<file path="src/rtl/idle_pwr_pkg.sv">
package idle_pwr_pkg;
    typedef enum logic [2:0] {
        ST_RUN,
        ST_ARMED,
        ST_HALT,
        ST_WAKE,
        ST_RESET
    } pwr_state_e;
endpackage

</file>
<file path="src/rtl/rst_width_filter.sv">
module rst_width_filter #(
    parameter int SYNC_STAGES = 2,
    parameter int MIN_CYC     = 8
) (
    input  logic clk,
    input  logic arst,
    input  logic pin,
    output logic valid
);
    localparam int CNT_W = $clog2(MIN_CYC + 1);
    localparam logic [CNT_W-1:0] CNT_MAX = CNT_W'(MIN_CYC);

    logic             pin_s;
    logic [CNT_W-1:0] cnt_q;

    generate
        if (SYNC_STAGES == 0) begin : g_nosync
            assign pin_s = pin;
        end else begin : g_sync
            logic [SYNC_STAGES-1:0] sync_q;
            always_ff @(posedge clk or posedge arst) begin
                if (arst) begin
                    sync_q <= '0;
                end else begin
                    sync_q[0] <= pin;
                    for (int i = 1; i < SYNC_STAGES; i++) begin
                        sync_q[i] <= sync_q[i-1];
                    end
                end
            end
            assign pin_s = sync_q[SYNC_STAGES-1];
        end
    endgenerate

    // Width counter: clears on any low sample, saturates at the qualifying width.
    always_ff @(posedge clk or posedge arst) begin
        if (arst) begin
            cnt_q <= '0;
        end else if (!pin_s) begin
            cnt_q <= '0;
        end else if (cnt_q != CNT_MAX) begin
            cnt_q <= cnt_q + 1'b1;
        end
    end

    assign valid = (cnt_q == CNT_MAX);
endmodule

</file>
<file path="src/rtl/idle_fsm.sv">
module idle_fsm
    import idle_pwr_pkg::*;
#(
    parameter int CTRL_W   = 8,
    parameter int IDLE_BIT = 0
) (
    input  logic              clk,
    input  logic              arst,
    input  logic              reg_wr,
    input  logic [CTRL_W-1:0] reg_wdata,
    input  logic              instr_retire,
    input  logic              irq_pending,
    input  logic              rst_req,
    output logic              core_clk_en,
    output logic              periph_clk_en,
    output logic              idle_flag,
    output logic              strobe_hold,
    output logic              port_hold,
    output logic              wake_irq,
    output logic              sys_rst
);
    pwr_state_e state_q, state_d;
    logic       idle_req;
    logic       unused_wdata;

    assign idle_req     = reg_wr && reg_wdata[IDLE_BIT];
    assign unused_wdata = ^reg_wdata;

    // Next-state logic
    always_comb begin
        state_d = state_q;
        if (rst_req) begin
            state_d = ST_RESET;                        // rst_hit
        end else begin
            unique case (state_q)
                ST_RUN, ST_WAKE: begin
                    if (idle_req && instr_retire) state_d = ST_HALT;   // enter
                    else if (idle_req)            state_d = ST_ARMED;  // arm
                    else                          state_d = ST_RUN;    // resume
                end
                ST_ARMED: if (instr_retire) state_d = ST_HALT;         // enter
                ST_HALT:  if (irq_pending)  state_d = ST_WAKE;         // irq_exit
                ST_RESET: state_d = ST_RUN;                            // rst_done
                default:  state_d = ST_RESET;
            endcase
        end
    end

    // State register
    always_ff @(posedge clk or posedge arst) begin
        if (arst) state_q <= ST_RESET;
        else      state_q <= state_d;
    end

    // Output decode
    always_comb begin
        core_clk_en   = 1'b1;
        periph_clk_en = 1'b1;
        idle_flag     = 1'b0;
        strobe_hold   = 1'b0;
        port_hold     = 1'b0;
        wake_irq      = 1'b0;
        sys_rst       = 1'b0;
        unique case (state_q)
            ST_RUN, ST_ARMED: ;
            ST_HALT: begin
                core_clk_en = 1'b0;
                idle_flag   = 1'b1;
                strobe_hold = 1'b1;
                port_hold   = 1'b1;
            end
            ST_WAKE:  wake_irq = 1'b1;
            ST_RESET: sys_rst  = 1'b1;
            default:  sys_rst  = 1'b1;
        endcase
    end
endmodule

</file>
<file path="src/rtl/idle_pwr_ctrl.sv">
module idle_pwr_ctrl #(
    parameter int CTRL_W      = 8,
    parameter int IDLE_BIT    = 0,
    parameter int SYNC_STAGES = 2,
    parameter int MIN_RST_CYC = 8
) (
    input  logic              clk,
    input  logic              pwr_fail_rst,
    input  logic              wdt_rst,
    input  logic              ext_rst_pin,
    input  logic              reg_wr,
    input  logic [CTRL_W-1:0] reg_wdata,
    input  logic              instr_retire,
    input  logic              irq_pending,
    output logic              core_clk_en,
    output logic              periph_clk_en,
    output logic              idle_flag,
    output logic              strobe_hold,
    output logic              port_hold,
    output logic              wake_irq,
    output logic              sys_rst
);
    logic ext_ok;
    logic rst_req;

    rst_width_filter #(
        .SYNC_STAGES (SYNC_STAGES),
        .MIN_CYC     (MIN_RST_CYC)
    ) u_filt (
        .clk   (clk),
        .arst  (pwr_fail_rst),
        .pin   (ext_rst_pin),
        .valid (ext_ok)
    );

    assign rst_req = ext_ok || wdt_rst;

    idle_fsm #(
        .CTRL_W   (CTRL_W),
        .IDLE_BIT (IDLE_BIT)
    ) u_fsm (
        .clk           (clk),
        .arst          (pwr_fail_rst),
        .reg_wr        (reg_wr),
        .reg_wdata     (reg_wdata),
        .instr_retire  (instr_retire),
        .irq_pending   (irq_pending),
        .rst_req       (rst_req),
        .core_clk_en   (core_clk_en),
        .periph_clk_en (periph_clk_en),
        .idle_flag     (idle_flag),
        .strobe_hold   (strobe_hold),
        .port_hold     (port_hold),
        .wake_irq      (wake_irq),
        .sys_rst       (sys_rst)
    );
endmodule

</file>
<file path="config.mk">
export PLATFORM = sky130hd
export DESIGN_NAME = idle_pwr_ctrl
export DESIGN_NICKNAME = d
export VERILOG_FILES = /design/src/rtl/idle_pwr_pkg.sv /design/src/rtl/rst_width_filter.sv /design/src/rtl/idle_fsm.sv /design/src/rtl/idle_pwr_ctrl.sv
export SDC_FILE = /design/constraint.sdc
export NUM_CORES = 1
export LEC_CHECK = 0
export BUFFER_PORTS_ARGS = -buffer_cell sky130_fd_sc_hd__buf_2
export CORE_AREA = 2 2 39 41
export CTS_BUF_LIST = sky130_fd_sc_hd__clkbuf_4
export CTS_CLUSTER_DIAMETER = 40
export DETAILED_ROUTE_END_ITERATION = 8
export DIE_AREA = 0 0 41 43
export PLACE_DENSITY = 0.77
export SYNTH_ARGS = -nofsm -noshare
export SYNTH_HDL_FRONTEND = slang
export SYNTH_SLANG_ARGS = --single-unit
</file>
<file path="constraint.sdc">
create_clock -name clk -period 2 [get_ports clk]
set_input_delay 0.1 -clock clk [delete_from_list [all_inputs] [get_ports clk]]
set_output_delay 0.1 -clock clk [all_outputs]
set_load 0.1 [all_outputs]
</file>
======== After elaboration in Yosys (flattened, before gate mapping) ========
Cells that the tools add are included.
storage, ports and cells
  register bits ........................... 9
  bits of input ports ..................... 15
  output and inout port bits .............. 7
  word-level logic and storage cells ...... 32
cells by class
  $add $sub $neg .......................... 1
  equality and inequality tests ........... 9
  multiplexer cells ....................... 12
  reduce and logical (&&, ||, !) cells .... 7
operator list
  cell                 count
  $mux 3               4
  $pmux 3 s4           1
  $mux 4               2
  $eq 3x2->1 const B   2
  $ne 3x3->1 const B   2
  $mux 1               5
  $add 4x1->4 const B  1
  $eq 4x4->1 const B   1
  $ne 4x4->1 const B   1
  $reduce_or 4->1      1
  $eq 3x1->1 const B   1
  $eq 3x3->1 const B   1
  $logic_not 3->1      1
  $logic_and 1x1->1    2
  $ne 2x2->1 const B   1
  $reduce_and 2->1     1
  $reduce_or 2->1      1
  $logic_or 1x1->1     1

======== Longest topological paths before layout ========
Gate-level depths: netlist (run 1).
  word-level depth ........................ 5
  depth in mapped cells ................... 5
  gate-level depth less buffers ........... 5

======== Hierarchy ========
A second synthesis (run 1) with hierarchy kept.
second synthesis, totals
  cell total of the unflattened synthesis .. 51
  area, all modules ....................... 503.0 um^2
modules (own cells, without submodules)
  module            times used  cells an instance  area an instance (um^2)  seq. area each (um^2)
  rst_width_filter  1           25                 284.0                    150.1
  idle_fsm          1           25                 212.7                    76.3
  idle_pwr_ctrl     1           1                  6.3                      0.0

======== Worst setup path before layout (run 1) ========
No wires, ideal clock.
  path type ............................... register to output
  start point ............................. register u_fsm.state_q[0]
  end point ............................... output port_hold
  data arrival time ....................... 2327 ps
  required time ........................... 1900 ps
  slack ................................... -427 ps
  cell stages (with the launch flop) ...... 5
  path buffers ............................ 1
  path through ............................ dfrtp_1 > inv_2 > nand2_1 > nor2_1 > buf_4
on the way
  longest elaborated chain between the ends .. 2
ends and longest elaborated chain
  item                    line                 source
  from (decl)             idle_fsm.sv:22       pwr_state_e state_q, state_d;
  from (signal assigned)  idle_fsm.sv:52       else state_q <= state_d;
  $eq 3x2->1              --
  $mux 1                  --
  to (decl)               idle_pwr_ctrl.sv:19  output logic port_hold,
Every way passes these cells.

======== Worst setup path in the final report (run 1) ========
  start point ............................. register u_fsm.state_q[0]
  end point ............................... output core_clk_en
on the way
  longest elaborated chain between the ends .. 2
ends and longest elaborated chain
  item        line                 source
  $eq 3x2->1  idle_fsm.sv:64       unique case (state_q)
  $mux 1      idle_fsm.sv:64
  to (decl)   idle_pwr_ctrl.sv:15  output logic core_clk_en,
Every way passes these cells.

==> metrics.md, run 1 <==
| Metric | Value |
|---|---|
| Pleak | 0.000303 uW |
| Final setup viols | 0 |
| Share of the synthesized area in the top cell type | 41.1% |
| Mapped Area | 487 um^2 |
| RSZ-0062 raised after global routing | no |
| Initial DRT Pass Iterations | 4 |
| Final nets | 82 |
| Routed WL per cell | 9.68 um |
| Starting DRT DRC Count | 5 |
| Worst Path Required | 1900 ps |
| Largest net degree at the start of global routing | 10 |
| Die H | 43 um |
| H-tree levels | 1 |
| Synth Area per Inst | 9.93 um^2 |
| Post-route cell area | 598 um^2 |
| Area leader, netlist | dfrtp_1 |
| Die Width | 41 um |
| Synthesized Nets | 66 |
| Vias in the first global route | 331 |
| Vias | 360 |
| Startpoint types | register |
| YS warnings | 0 |
| Worst Setup Path Type | register to output port |
| Clk sinks | 9 |
| Initial Util | 35.2% |
| R2r setup slk | 770 ps |
| Hold Path End | u_fsm.state_q[2] |
| Area Overhead vs Synth | 22.9% |
| First-pass GRT wire length | 1300 um |
| Ant diodes | 0 |
| Post-DP HPWL | 599 um |
| Initial antenna violation count | 0 |
| Post-cts sizing count | 0 |
| CTS tree | done |
| Hold Crit Class | input pin to register |
| Post-DP Area | 548 um^2 |
| Adder-Cell Fraction of Synth Area | 5.14% |
| # rows | 14 |
| Seq/Total Area, Yosys | 46.5% |
| Worst EP arrival | 1410 ps |
| IO Pins | 22 |
| Skew-Pair Late Insertion Delay | 250 ps |
| Reg2reg path depth | 5 |
| Hold Path Origin | wdt_rst |
| Outcome | completed |
| Final wirelength | 774 um |
| Power density over the cells | 700 nW/um^2 |
| Grt ovf | 0 |
| Vias/cell | 4.50 |
| CTS Buffer Depth | 2 |
| Max cap viols | 0 |
| Fin crit share | 75.7% |
| Final setup skew | 3.10 ps |
| Hold Path Depth | 2 |
| Number of synthesized register bits | 9 |
| Layout cell share with drive strength beyond 1 | 37.5% |
| Setup_tns | 0 ps |
| Post-route minimum period | 1510 ps |
| Xor/xnor cell area share of the yosys netlist | 3.60% |
| Post-synthesis compound-gate area fraction | 9.00% |
| Non-filler instance count after layout | 80 |
| Worst-path clk slew | 60 ps |
| Netlist cell types | 26 |
| Maximum operating frequency | 0.661 GHz |
| Core area | 1380 um^2 |
| Number of setup buffers added after CTS | 0 |
| Fin. Hold Viols | 0 |
| GRT Total Usage | 10.8% |
| Mux contribution to synthesized area | 2.06% |
| Buffers on Ports | 13 |
| Post-Synthesis Cells | 49 |
| Root Buffer | clkbuf_4 |
| Final antenna-violating net count | 0 |
| Area contributors post-synth | dfrtp_1 41%, dfstp_2 5.4%, ha_1 5.1% |
| Main combinational cell family by area after synthesis | simple AND/OR/NAND/NOR gates |
| Max-slew violation count | 0 |
| Hold slack | 59.0 ps |
| CTS Buf Count | 3 |
| Max VDD drop | 342 uV |
| Crit-path max FO | 4 |
| DRC | 0 |
| Reg2reg end | u_filt.cnt_q[0] |
| Gp weighted congestion | 0.721 |
| Worst setup EP type | output port |
| # placed instances | 74 |
| Die ar. | 1760 um^2 |
| Synth Area in Simple Gates | 24.4% |
| R2R Path Start | u_filt.cnt_q[0] |
==> cells in the mapped netlist <==
| cell | n |
|---|---|
| dfrtp_1 | 8 |
| nand2_1 | 5 |
| buf_4 | 3 |
| inv_1 | 3 |
| nor2_1 | 3 |
| and2_1 | 2 |
| ha_1 | 2 |
| nand2b_1 | 2 |
| nand3_1 | 2 |
| nand3b_1 | 2 |
| xnor2_1 | 2 |
| a211o_2 | 1 |
| a21bo_2 | 1 |
| a21boi_0 | 1 |
| a21oi_1 | 1 |
| a31oi_1 | 1 |
| clkbuf_1 | 1 |
| conb_1 | 1 |
| dfstp_2 | 1 |
| inv_2 | 1 |
| mux2i_1 | 1 |
| nand3b_4 | 1 |
| nor2b_1 | 1 |
| o21ai_0 | 1 |
| or2_2 | 1 |
| or3_1 | 1 |
==> sequential cells by signal (all words and copies together), names as in the netlist <==
name,count
u_filt.cnt_q,4
u_filt.g_sync.sync_q,2
u_fsm.state_q,3
==> per-stage QoR <==
step	setup WS (ps)	util, %	total power, uW
2_1_floorplan	105	-	260
3_3_place_gp	781	39.6	271
3_5_place_dp	764	39.6	273
4_1_cts	484	43.2	428
5_1_grt	413	43.2	448
6_report	487	43.2	419
==> cell type report <==
class / instances / area (um^2)
Timing Repair Buffer: 15 / 85.1
Fill cell: 144 / 786
Sequential cell: 9 / 226
Tap cell: 16 / 20.0
Clock buffer: 4 / 30.0
Multi-Input combinational cell: 32 / 221
Inverter: 4 / 15.0
==> cell families after synthesis <==
| group | count (synthesis) |
|---|---|
| AND/OR/NAND/NOR | 20 |
| flip-flops | 9 |
| multiplexers | 1 |
| AO/OA/AOI/OAI | 6 |
| other | 1 |
| buffers and inverters | 8 |
| adder cells (fa/ha/maj) | 2 |
| XOR/XNOR | 2 |
==> placed cells by master (no fill, tap or decap), types with 2 or more instances in the layout <==
cell	n
buf_2	13
inv_1	3
clkbuf_4	4
dlygate4sd3_1	2
nand3_1	2
dfrtp_1	8
nor2_1	2
and2_1	2
nand3b_1	2
ha_1	2
nand2b_1	2
nand2_1	5
xnor2_1	2
==> worst max-delay path: stages (launching register included) <==
cell     delay (ps)
dfrtp_1         410
inv_2            80
nand2_1          90
or2_2           280
buf_2           290
==> worst max path at each step <==
| stage | start | end | slack [ps] | depth (start not counted) |
|---|---|---|---|---|
| 2_1_floorplan | u_fsm.state_q[0] | port_hold | 110 | 4 |
| 3_3_place_gp | u_fsm.state_q[0] | core_clk_en | 780 | 4 |
| 3_5_place_dp | u_fsm.state_q[0] | core_clk_en | 760 | 4 |
| 4_1_cts | u_fsm.state_q[0] | core_clk_en | 480 | 4 |
| 5_1_grt | u_fsm.state_q[0] | core_clk_en | 410 | 4 |
| 6_report | u_fsm.state_q[0] | core_clk_en | 490 | 4 |
==> metal layers <==
layer	up-vias	wire (um)	GRT usage, %
met1	172	376	16.4
li1	184	-	-
met3	0	20	1.57
met4	0	0	6.00
met5	-	0	0
met2	4	378	14.1
==> report_power, final <==
part | total (uW) | internal (uW) | switching [uW] | leakage (uW)
registers | 202 | 193 | 9.33 | 0.000115
clock network | 146 | 90.0 | 56.1 | 0.0000184
logic | 70.7 | 23.9 | 46.8 | 0.000169
total | 419 | 306 | 112 | 0.000303
==> what timing repair did <==
item	4_1_cts	5_1_grt
hold buffers	2	0
endpoints found under the hold margin	9	0
endpoints found under the setup margin	0	0
Note: power is estimated with default switching activity, not from simulation.
==> run 2: changes to the inputs <==
--- a/config.mk
+++ b/config.mk
@@ -11,7 +11,7 @@
 export CTS_CLUSTER_DIAMETER = 40
 export DETAILED_ROUTE_END_ITERATION = 8
 export DIE_AREA = 0 0 41 43
-export PLACE_DENSITY = 0.77
+export PLACE_DENSITY = 0.79
 export SYNTH_ARGS = -nofsm -noshare
 export SYNTH_HDL_FRONTEND = slang
 export SYNTH_SLANG_ARGS = --single-unit
==> constraint.sdc (replaced) <==
create_clock -name clk -period 1.2 [get_ports clk]
set_input_delay 0.06 -clock clk [delete_from_list [all_inputs] [get_ports clk]]
set_output_delay 0.06 -clock clk [all_outputs]
set_load 0.1 [all_outputs]
==> run 2 against run 1 <==
Compared with the run above: utilization up 13 points; clock-buffer cell count did not move; critical path type unchanged; die area unchanged; the run now ends with setup timing left; flip-flop and latch count unchanged; register-to-register slack got worse by 700 ps; combinational power increased by 150%; final area increased by 31%; critical path depth stayed put; largest cell class is now multi-input combinational cells; routed wire length up 28%.
==> metrics.md, run 2 (same netlist as run 1, synthesis figures left out) <==
| Metric | Value |
|---|---|
| Final setup skew | 0.219 ps |
| Final antenna-violating net count | 0 |
| Starting DRT DRC Count | 5 |
| First-pass GRT wire length | 1460 um |
| # placed instances | 77 |
| Max reg flops | 4 |
| Die H | 43 um |
| # rows | 14 |
| Worst EP arrival | 1200 ps |
| Pleak | 0.000365 uW |
| Worst Path Required | 1140 ps |
| Dpl ws | 25.6 ps |
| Clk sinks | 9 |
| Final wirelength | 987 um |
| Max cap viols | 0 |
| Fin. Hold Viols | 0 |
| Root Buffer | clkbuf_4 |
| Hold slack | 18.8 ps |
| Worst-path clk slew | 60 ps |
| Routed WL per cell | 11.3 um |
| Power density over the cells | 984 nW/um^2 |
| Die Width | 41 um |
| Ant diodes | 0 |
| CTS tree | done |
| Worst Setup Path Type | register to output port |
| Outcome | complete, but fails checks |
| H-tree levels | 1 |
| Post-route setup slack | -55.6 ps |
| Vias in the first global route | 376 |
| Hold Crit Class | input pin to register |
| CTS Buffer Depth | 2 |
| Most frequent cells in the layout | 7 x buf_2, 7 x dfrtp_1, 6 x buf_12, 6 x buf_4 |
| Post-DP HPWL | 688 um |
| Buffers on Ports | 13 |
| Initial DRT Pass Iterations | 4 |
| Area Overhead vs Synth | 60.4% |
| DRC | 0 |
| Max VDD drop | 719 uV |
| Core area | 1380 um^2 |
| Area of the multi-input gates | 256 um^2 |
| Skew-Pair Late Insertion Delay | 260 ps |
| CP peak stage delay | 390 ps |
| Post-route cell area | 781 um^2 |
| Reg area | 228 um^2 |
| Initial Util | 35.2% |
| Final setup viols | 5 |
| Largest register by flop count | u_filt.cnt_q |
| CTS Buf Count | 3 |
| Startpoint types | register |
| IO Pins | 22 |
| Post-route minimum period | 1260 ps |
| Non-filler instance count after layout | 87 |
| Critical-path top delay cell | dfrtp_1 |
| Largest net degree at the start of global routing | 10 |
| Vias/cell | 4.75 |
| Worst setup EP type | output port |
| Vias | 413 |
| Max-slew violation count | 0 |
| Post-DP Area | 676 um^2 |
| Final nets | 89 |
| RSZ-0062 raised after global routing | yes |
| Fin crit share | 105% |
| Failing checks | setup timing |
| Grt ovf | 0 |
| Initial antenna violation count | 0 |
| Setup_tns | -198 ps |
| Worst-path cell chain | inv_2 -> nand2_4 -> or2_4 -> buf_12 |
| Gp weighted congestion | 0.724 |
| Fillers | 109 |
| GRT Total Usage | 12.9% |
| Maximum operating frequency | 0.796 GHz |
| Die ar. | 1760 um^2 |
| Largest regs | u_filt.cnt_q (4), u_fsm.state_q (3), u_filt.g_sync.sync_q (2) |
| Layout cell share with drive strength beyond 1 | 49.3% |
| Crit-path max FO | 3 |
## run 2: cell count changes in the layout (fill, tap and decap cells not counted), sizes merged
cell	before	now
buf	13	20
## run 2: layer usage
metal	share of wire (%)	vias up	GRT usage (%)
li1	-	197	-
met1	41	198	14.2
met2	51	14	18.8
met3	4.8	4	3.66
met4	3.6	0	12.0
met5	0	-	0
## run 2: power breakdown
group          total [uW]  switching, uW  internal [uW]
Combinational         175           95.0           79.9
Clock                 258            107            151
Sequential            336           14.9            321
Total                 769            217            552
## run 2: path summary, 6_finish.rpt
path | startpoint | slack [ps] | cells past startpoint | end
worst max-delay path | u_fsm.state_q[0] | -60 | 4 | core_clk_en
worst min-delay path | wdt_rst | 20 | 2 | u_fsm.state_q[2]
worst max register to register | u_filt.cnt_q[0] | 70 | 5 | u_filt.cnt_q[0]
worst min register to register | u_filt.g_sync.sync_q[0] | 360 | 0 | u_filt.g_sync.sync_q[1]
max in group asynchronous | pwr_fail_rst | 610 | 3 | u_fsm.state_q[2]
min in group asynchronous | pwr_fail_rst | 290 | 3 | u_filt.cnt_q[0]
## run 2: stage by stage
step           total power (uW)  utilization [%]
4_1_cts                     766             55.5
6_report                    769             56.4
3_3_place_gp                483             48.8
5_1_grt                     808             56.4
3_5_place_dp                487             48.8
2_1_floorplan               440                -
## run 2: timing repair
item                                    in CTS  in global routing
endpoints found under the setup margin       4                  8
pin swaps                                    1                  1
setup buffers                                4                  0
hold endpoints to repair                     9                  0
hold buffers                                 2                  0
resized for setup                            4                  2
## run 2: cell type report
type	instances	area share (%)
multi-input combinational	32	32.9
tap	16	2.56
timing repair buffer	22	29.6
clock buffer	4	3.85
sequential	9	29.2
inverter	4	1.92
## run 2: worst max-delay path: cells and delay by family (launching register included)
kind	cells	cell delay, ps
flip-flops	1	390
AND/OR/NAND/NOR	2	300
buffers and inverters	2	240
